[config.mk]
export PLATFORM = sky130hd
export DESIGN_NAME = vlan_ingress_cls
export DESIGN_NICKNAME = d
export VERILOG_FILES = /design/src/rtl/vlan_cls_pkg.sv /design/src/rtl/vlan_cfg_regs.sv /design/src/rtl/vlan_tag_match.sv /design/src/rtl/vlan_admit_stage.sv /design/src/rtl/vlan_ingress_cls.sv
export SDC_FILE = /design/constraint.sdc
export NUM_CORES = 1
export LEC_CHECK = 0
export BUFFER_PORTS_ARGS = -buffer_cell sky130_fd_sc_hd__buf_4
export CAP_MARGIN = 20
export CORE_MARGIN = 3
export CORE_UTILIZATION = 50
export CTS_CLUSTER_DIAMETER = 150
export CTS_CLUSTER_SIZE = 25
export DETAILED_ROUTE_END_ITERATION = 7
export PLACE_DENSITY = 0.75
export SYNTH_ARGS = -nofsm -noshare
export SYNTH_HDL_FRONTEND = slang
export SYNTH_SLANG_ARGS = --single-unit
[constraint.sdc]
create_clock -name clk_i -period 2.65 [get_ports clk_i]
set_input_delay 0.3975 -clock clk_i [delete_from_list [all_inputs] [get_ports clk_i]]
set_output_delay 0.3975 -clock clk_i [all_outputs]
set_load 0.1 [all_outputs]
[src/rtl/vlan_cls_pkg.sv]
package vlan_cls_pkg;
  localparam int NUM_ET = 3;
  localparam int SEL_W  = 2;
  localparam int CFG_AW = 2;
  localparam int CFG_DW = 32;
  // configuration word bit positions
  localparam int OEN_BIT   = 16;
  localparam int IEN_BIT   = 17;
  localparam int ALLOW_LSB = 20;
  localparam int SEL_LSB   = 24;

  typedef enum logic [1:0] {
    CLS_UNTAG  = 2'd0,
    CLS_PRIO   = 2'd1,
    CLS_SINGLE = 2'd2,
    CLS_DOUBLE = 2'd3
  } tag_class_e;
endpackage

[src/rtl/vlan_cfg_regs.sv]
module vlan_cfg_regs
  import vlan_cls_pkg::*;
#(
  parameter int ETYPE_W = 16,
  parameter int VID_W   = 12,
  parameter logic [NUM_ET*ETYPE_W-1:0] ET_RST = {16'h9100, 16'h88A8, 16'h8100},
  parameter logic [NUM_ET-1:0] OEN_RST = 3'b011,
  parameter logic [NUM_ET-1:0] IEN_RST = 3'b011,
  parameter logic [VID_W-1:0]  PVID_RST = 12'd1
) (
  input  logic                             clk_i,
  input  logic                             rst_ni,
  input  logic                             we_i,
  input  logic [CFG_AW-1:0]                addr_i,
  input  logic [CFG_DW-1:0]                wdata_i,
  output logic [NUM_ET-1:0][ETYPE_W-1:0]   et_o,
  output logic [NUM_ET-1:0]                oen_o,
  output logic [NUM_ET-1:0]                ien_o,
  output logic [VID_W-1:0]                 pvid_o,
  output logic [2:0]                       allow_o,
  output logic [SEL_W-1:0]                 sel_o
);
  localparam logic [CFG_AW-1:0] PORT_ADDR = CFG_AW'(NUM_ET);

  for (genvar k = 0; k < NUM_ET; k++) begin : g_et
    always_ff @(posedge clk_i or negedge rst_ni) begin
      if (!rst_ni) begin
        et_o[k]  <= ET_RST[k*ETYPE_W +: ETYPE_W];
        oen_o[k] <= OEN_RST[k];
        ien_o[k] <= IEN_RST[k];
      end else if (we_i && addr_i == CFG_AW'(k)) begin
        et_o[k]  <= wdata_i[ETYPE_W-1:0];
        oen_o[k] <= wdata_i[OEN_BIT];
        ien_o[k] <= wdata_i[IEN_BIT];
      end
    end
  end

  always_ff @(posedge clk_i or negedge rst_ni) begin
    if (!rst_ni) begin
      pvid_o  <= PVID_RST;
      allow_o <= 3'b111;
      sel_o   <= '0;
    end else if (we_i && addr_i == PORT_ADDR) begin
      pvid_o  <= wdata_i[VID_W-1:0];
      allow_o <= wdata_i[ALLOW_LSB +: 3];
      sel_o   <= wdata_i[SEL_LSB +: SEL_W];
    end
  end

  logic unused_wdata;
  assign unused_wdata = ^{wdata_i[CFG_DW-1:SEL_LSB+SEL_W], wdata_i[ALLOW_LSB-1:IEN_BIT+1]};
endmodule

[src/rtl/vlan_tag_match.sv]
module vlan_tag_match
  import vlan_cls_pkg::*;
#(
  parameter int ETYPE_W = 16
) (
  input  logic [NUM_ET-1:0][ETYPE_W-1:0] et_i,
  input  logic [NUM_ET-1:0]              oen_i,
  input  logic [NUM_ET-1:0]              ien_i,
  input  logic [ETYPE_W-1:0]             tag0_etype_i,
  input  logic [ETYPE_W-1:0]             tag1_etype_i,
  output logic                           outer_hit_o,
  output logic                           inner_hit_o
);
  logic [NUM_ET-1:0] o_hit, i_hit;

  for (genvar k = 0; k < NUM_ET; k++) begin : g_cmp
    assign o_hit[k] = oen_i[k] && (tag0_etype_i == et_i[k]);
    assign i_hit[k] = ien_i[k] && (tag1_etype_i == et_i[k]);
  end

  assign outer_hit_o = |o_hit;
  assign inner_hit_o = |i_hit;
endmodule

[src/rtl/vlan_admit_stage.sv]
module vlan_admit_stage
  import vlan_cls_pkg::*;
#(
  parameter int VID_W = 12
) (
  input  logic             clk_i,
  input  logic             rst_ni,
  input  logic             valid_i,
  input  logic             outer_hit_i,
  input  logic             inner_hit_i,
  input  logic [VID_W-1:0] outer_vid_i,
  input  logic [VID_W-1:0] pvid_i,
  input  logic [2:0]       allow_i,
  output logic             valid_o,
  output tag_class_e       class_o,
  output logic [VID_W-1:0] vid_o,
  output logic             admit_o
);
  tag_class_e       cls_d;
  logic [VID_W-1:0] vid_d;
  logic             admit_d;

  always_comb begin
    if (!outer_hit_i)               cls_d = CLS_UNTAG;
    else if (outer_vid_i == '0)     cls_d = CLS_PRIO;
    else if (inner_hit_i)           cls_d = CLS_DOUBLE;
    else                            cls_d = CLS_SINGLE;

    unique case (cls_d)
      CLS_UNTAG:  begin vid_d = pvid_i;      admit_d = allow_i[0]; end
      CLS_PRIO:   begin vid_d = pvid_i;      admit_d = allow_i[1]; end
      default:    begin vid_d = outer_vid_i; admit_d = allow_i[2]; end
    endcase
  end

  always_ff @(posedge clk_i or negedge rst_ni) begin
    if (!rst_ni) begin
      valid_o <= 1'b0;
      class_o <= CLS_UNTAG;
      vid_o   <= '0;
      admit_o <= 1'b0;
    end else begin
      valid_o <= valid_i;
      if (valid_i) begin
        class_o <= cls_d;
        vid_o   <= vid_d;
        admit_o <= admit_d;
      end
    end
  end
endmodule

[src/rtl/vlan_ingress_cls.sv]
module vlan_ingress_cls
  import vlan_cls_pkg::*;
#(
  parameter int ETYPE_W = 16,
  parameter int TCI_W   = 16,
  parameter int VID_W   = 12
) (
  input  logic               clk_i,
  input  logic               rst_ni,
  input  logic               cfg_we_i,
  input  logic [CFG_AW-1:0]  cfg_addr_i,
  input  logic [CFG_DW-1:0]  cfg_wdata_i,
  input  logic               in_valid_i,
  input  logic [ETYPE_W-1:0] tag0_etype_i,
  input  logic [TCI_W-1:0]   tag0_tci_i,
  input  logic [ETYPE_W-1:0] tag1_etype_i,
  output logic               out_valid_o,
  output logic [1:0]         out_class_o,
  output logic [VID_W-1:0]   out_vid_o,
  output logic               out_admit_o,
  output logic [ETYPE_W-1:0] push_etype_o
);
  logic [NUM_ET-1:0][ETYPE_W-1:0] et_w;
  logic [NUM_ET-1:0]              oen_w, ien_w;
  logic [VID_W-1:0]               pvid_w;
  logic [2:0]                     allow_w;
  logic [SEL_W-1:0]               sel_w;
  logic                           outer_hit_w, inner_hit_w;
  tag_class_e                     class_w;

  vlan_cfg_regs #(.ETYPE_W(ETYPE_W), .VID_W(VID_W)) cfg_i (
    .clk_i   (clk_i),
    .rst_ni  (rst_ni),
    .we_i    (cfg_we_i),
    .addr_i  (cfg_addr_i),
    .wdata_i (cfg_wdata_i),
    .et_o    (et_w),
    .oen_o   (oen_w),
    .ien_o   (ien_w),
    .pvid_o  (pvid_w),
    .allow_o (allow_w),
    .sel_o   (sel_w)
  );

  vlan_tag_match #(.ETYPE_W(ETYPE_W)) match_i (
    .et_i         (et_w),
    .oen_i        (oen_w),
    .ien_i        (ien_w),
    .tag0_etype_i (tag0_etype_i),
    .tag1_etype_i (tag1_etype_i),
    .outer_hit_o  (outer_hit_w),
    .inner_hit_o  (inner_hit_w)
  );

  vlan_admit_stage #(.VID_W(VID_W)) stage_i (
    .clk_i       (clk_i),
    .rst_ni      (rst_ni),
    .valid_i     (in_valid_i),
    .outer_hit_i (outer_hit_w),
    .inner_hit_i (inner_hit_w),
    .outer_vid_i (tag0_tci_i[VID_W-1:0]),
    .pvid_i      (pvid_w),
    .allow_i     (allow_w),
    .valid_o     (out_valid_o),
    .class_o     (class_w),
    .vid_o       (out_vid_o),
    .admit_o     (out_admit_o)
  );

  assign out_class_o = class_w;

  // out-of-range selector falls back to index 0
  always_comb begin
    push_etype_o = et_w[0];
    for (int k = 1; k < NUM_ET; k++)
      if (int'(sel_w) == k) push_etype_o = et_w[k];
  end

  logic unused_tci;
  assign unused_tci = ^tag0_tci_i[TCI_W-1:VID_W];
endmodule

Yosys cells after proc, flatten, opt, wreduce, memory -nomap -nowiden
Index checks and enable logic that the tools add are counted.

cells by class
  equality and inequality tests = 12
  mux-type cells = 7
  reduce and logical (&&, ||, !) cells = 16

operators by type and width
  kind                  count
  $eq A16 B16 Y1        6
  $mux W16              2
  $logic_not A12 Y1     1
  $mux W12              1
  $logic_and A1 B1 Y1   10
  $eq A2 B2 Y1 const B  4
  $reduce_or A3 Y1      2
  $eq A2 B1 Y1 const B  2
  $logic_not A2 Y1      2
  $mux W2               2
  $pmux W1 S2           1
  $reduce_or A2 Y1      1
  $mux W1               1

word-level totals
  register bits = 87
  input bits = 86
  logic and storage cells = 51

Longest topological paths before layout
  depth in word-level cells = 9
  gate-level depth with buffers = 7
  gate-level depth less buffers = 6

Cells and area by module
A second synthesis with hierarchy kept.

unflattened totals
  cells, all modules = 439
  area, all modules = 5313.8 µm²

modules (own cells, without submodules)
  module            instances  cells each  area each (µm²)  sequential area each (µm²)
  vlan_cfg_regs     1          151         2683.8           1799.2
  vlan_tag_match    1          132         1063.5           0.0
  vlan_admit_stage  1          102         999.7            400.4
  vlan_ingress_cls  1          54          566.8            0.0

Worst setup path before layout
OpenSTA, ideal clock, no wires.

  path type = register to output
  start = register cfg_i.sel_o[1]
  end = output port push_etype_o[10]
  arrival = 2435 ps
  slack = -182 ps
  stages on the path, launching flop included = 7
  path buffers = 2
  path through = dfrtp_1 -> nand2b_1 -> clkbuf_1 -> nand2_1 -> clkbuf_1 -> nor2_1 -> nor2_1

between the ends
  longest elaborated chain between the ends = 3
  elaborated cells between the ends (all ways) = 4

ends and longest elaborated chain
  element                 RTL line                text
  start, declared         vlan_cfg_regs.sv:21     output logic [SEL_W-1:0] sel_o
  start signal, assigned  vlan_cfg_regs.sv:47     sel_o <= wdata_i[SEL_LSB +: SEL_W];
  $eq A2 B2 Y1            vlan_ingress_cls.sv:76  if (int'(sel_w) == k) push_etype_o = et_w[k];
  $mux W16                vlan_ingress_cls.sv:76
  $mux W16 *              vlan_ingress_cls.sv:76
  end, declared           vlan_ingress_cls.sv:21  output logic [ETYPE_W-1:0] push_etype_o

Every way passes the cells marked *; elsewhere a longest branch is shown, timed or not.

Worst setup path after layout
  start = register cfg_i.sel_o[1]
  end = output port push_etype_o[2]

Same word-level chain as after synthesis.

==> results.sh <==
export IMPL_synth_most_common_cell="mux2_2"
export IMPL_synth_edf_count=0
export IMPL_die_area_um2=10990
export IMPL_grt_pass1_wl_um=20710
export IMPL_clk_latency_ns=0.36
export IMPL_worstHoldPathType="in -> async"
export IMPL_fmax_mhz=425.9
export IMPL_path_clk_slew_ns=0.09
export IMPL_antenna_found_initial=0
export IMPL_cp_max_fo=11
export IMPL_synthAdderAreaFrac_pct=0
export IMPL_status="finished, violations left"
export IMPL_overflow=0
export IMPL_cp_arrival_ns=1.95
export IMPL_synth_area_leaders="dfrtp_1, mux2_2, dfstp_2"
export IMPL_switching_share_pct=45.11
export IMPL_final_max_slew_violation_count=0
export IMPL_combPwrFrac_pct=43.8
export IMPL_fin_skew_ns=0.008200
export IMPL_synth_top_family_by_area="XOR/XNOR gates"
export IMPL_syn_area_per_cell_um2=11.44
export IMPL_place_congestion=0.9005
export IMPL_seqPwrFrac_pct=37.0
export IMPL_viasPerCell=5.595
export IMPL_setup_slack_ns=0.3019
export IMPL_syn_area_um2=4886
export IMPL_synthXorXnorAreaFrac_pct=17.21
export IMPL_routed_wl_um=13020
export IMPL_synthMuxAreaShare_pct=16.82
export IMPL_yosysTopAreaCellShare_pct=35.34
export IMPL_tns_ns=0
export IMPL_yosysUniqueCellTypes=31
export IMPL_relSlewSlack_pct=45.77
export IMPL_critPathCaptureType="output pin"
export IMPL_cp_required_ns=2.25
export IMPL_intPower_mw=2.787
export IMPL_ys_flop_type="dfrtp_1"
export IMPL_tightest_slew_ns=0.8112
export IMPL_violations="negative hold slack"
export IMPL_syn_inst=427
export IMPL_switchingPower_mw=2.290
export IMPL_cp_num_buf_inv=2
export IMPL_slowest_stage="dfrtp_1"
export IMPL_rsz0062_at_grt="no"
export IMPL_post_cts_buffers=0
export IMPL_root_buffer="clkbuf_8"
export IMPL_final_nets=619
export IMPL_coreArea_um2=9371
export IMPL_drtIter0Drc=169
export IMPL_final_layout_size_suffix_gt1_share_pct=45.54
export IMPL_clock_sinks=87
export IMPL_portBuffers=104
export IMPL_cts_tree="built"
export IMPL_period_needed_ns=2.348
export IMPL_die_h_um=104.9
export IMPL_yosysTopAreaCell="dfrtp_1"
export IMPL_io_pins=118
export IMPL_synthSimpleGateAreaFrac_pct=9.526
export IMPL_area_growth_syn_to_layout_pct=23.89
export IMPL_async_reset_ff_share_pct=100.0
export IMPL_hold_viol_final=22
export IMPL_firstDrtPassIters=4
export IMPL_clock_path_buffers=2
export IMPL_ys_seq_area_share_pct=45.02
export IMPL_die_w_um=104.9
export IMPL_whs_ns=-0.01431
export IMPL_ys_seq_elements=87
export IMPL_grt_max_degree=51
export IMPL_hold_buffers=0
export IMPL_cpPeakStageDelay_ns=0.41
export IMPL_finalSetupViolations=0
export IMPL_finalCritPeriodShare_pct=88.61
export IMPL_dp_hpwl_um=9816
export IMPL_start_util_pct=52.14
export IMPL_cap_violations=0
export IMPL_numCtsBuffers=9
export IMPL_synth_nets=513
export IMPL_yosys_top_cells_count="mux2_2, dfrtp_1, xor2_1"
export IMPL_crit_type="reg -> out"
export IMPL_ir_worst_vdd_mv=0.5397
export IMPL_avgRoutedWirePerCell_um=19.52
export IMPL_cp_cell_sequence="nand2b_1 > nand2_1 > buf_4 > nor2_1 > nor2_1 > buf_4"
export IMPL_n_antenna_cell=0
export IMPL_rows=35
export IMPL_vias=3732
export IMPL_grt_pass1_vias=3922
export IMPL_clockPowerShare_pct=19.2
export IMPL_synth_compound_area_share_pct=8.579
export IMPL_drc=0
export IMPL_antenna_left=0
export IMPL_p_leak_nw=2.571
export IMPL_h_tree_depth=3
export IMPL_cts_resized=0
export IMPL_startpoint_type="register"
export IMPL_path_delay_family="simple AND/OR/NAND/NOR gates"
export IMPL_p_per_area_nw_per_um2=838.8
export IMPL_dpl_worst_slack_ns=0.3950
export IMPL_ys_warn_count=0
export IMPL_grt_use_total_pct=24.19
[per-stage QoR]
stage	instance area (um^2)	utilization, %	hold slack [ns]	std cells	total power [mW]
detailed placement	5848	62.40	0.3968	651	4.118
global placement	5848	62.40	0.3901	651	4.072
global route	6053	64.59	0.01508	667	5.300
finish	6053	64.59	-0.01431	667	5.077
floorplan	4911	-	0.1019	427	3.512
CTS	6053	64.59	0.006425	667	5.090
[final timing paths]
kind | start | endpoint | slack [ns] | depth (start not counted)
min | rst_ni | cfg_i.pvid_o[4] | -0.01 | 1
max in group asynchronous | rst_ni | cfg_i.et_o[44] | 1.97 | 2
max | cfg_i.sel_o[1] | push_etype_o[2] | 0.30 | 6
max reg2reg | cfg_i.et_o[15] | stage_i.vid_o[11] | 0.40 | 6
min in group clk_i | cfg_wdata_i[20] | cfg_i.allow_o[0] | 0.26 | 2
min reg2reg | cfg_i.pvid_o[9] | cfg_i.pvid_o[9] | 0.51 | 1
[registers in the layout, summed over array words and instances (netlist names)]
signal	count
cfg_i.et_o	48
cfg_i.pvid_o	12
cfg_i.sel_o	2
cfg_i.oen_o	3
cfg_i.ien_o	3
stage_i.vid_o	12
stage_i.admit_o	1
stage_i.valid_o	1
cfg_i.allow_o	3
stage_i.class_o	2
[power by group through the flow]
stage	registers (mW)	logic, mW	clock network (mW)
floorplan	2.09	1.42	0
global placement	1.88	2.19	0
CTS	1.88	2.23	0.986
finish	1.88	2.22	0.974
global route	1.91	2.33	1.05
detailed placement	1.90	2.22	0
[routing by layer]
layer	part of all wire [%]	up-vias	global-route usage [%]	wire length [um]
met5	0	-	0	0
met2	49	137	39.32	6323
li1	-	1723	-	-
met4	2.6	0	8.435	342
met3	6.0	26	5.868	782
met1	43	1846	31.62	5570
[logic make-up after synthesis]
family                    after synthesis
AOI/OAI and AO/OA                      47
xor gates and xnor gates               96
buffers and inverters                  31
DFF                                    87
muxes                                  73
and+or+nand+nor                        93
[final cells by class]
cell class | count | area (um^2)
sequential | 87 | 2200
inverter | 13 | 48.80
clock inverter | 6 | 67.56
clock buffer | 10 | 137.6
timing repair buffer | 113 | 860.8
multi-input combinational | 309 | 2577
tap | 129 | 161.4
fill | 792 | 3318
[cells in the final DEF, fill, tap and decap left out]
cell type	synthesis	layout
buf_4	1	112
mux2_2	73	73
dfrtp_1	69	69
xor2_1	53	53
xnor2_1	43	43
nor2_1	32	22
dfstp_2	18	18
o22ai_1	17	17
nand2_1	16	16
nor4_1	16	16
inv_1	13	13
o211ai_1	13	13
nor2_2	0	10
o221ai_2	10	10
clkbuf_8	0	10
nand3_1	9	9
nand4_1	9	9
nor3_1	3	3
o221ai_1	3	3
nand2b_1	2	2
nand3b_1	2	2
inv_6	0	2
clkinvlp_4	0	2
nor3b_2	0	1
nor4_4	1	1
o21a_4	1	1
or2_2	1	1
o21ai_0	1	1
a311o_1	1	1
nor2b_1	1	1
a31o_2	1	1
clkinv_2	0	1
bufinv_16	0	1
buf_12	1	1
Note: power is estimated with default switching activity, not from simulation.
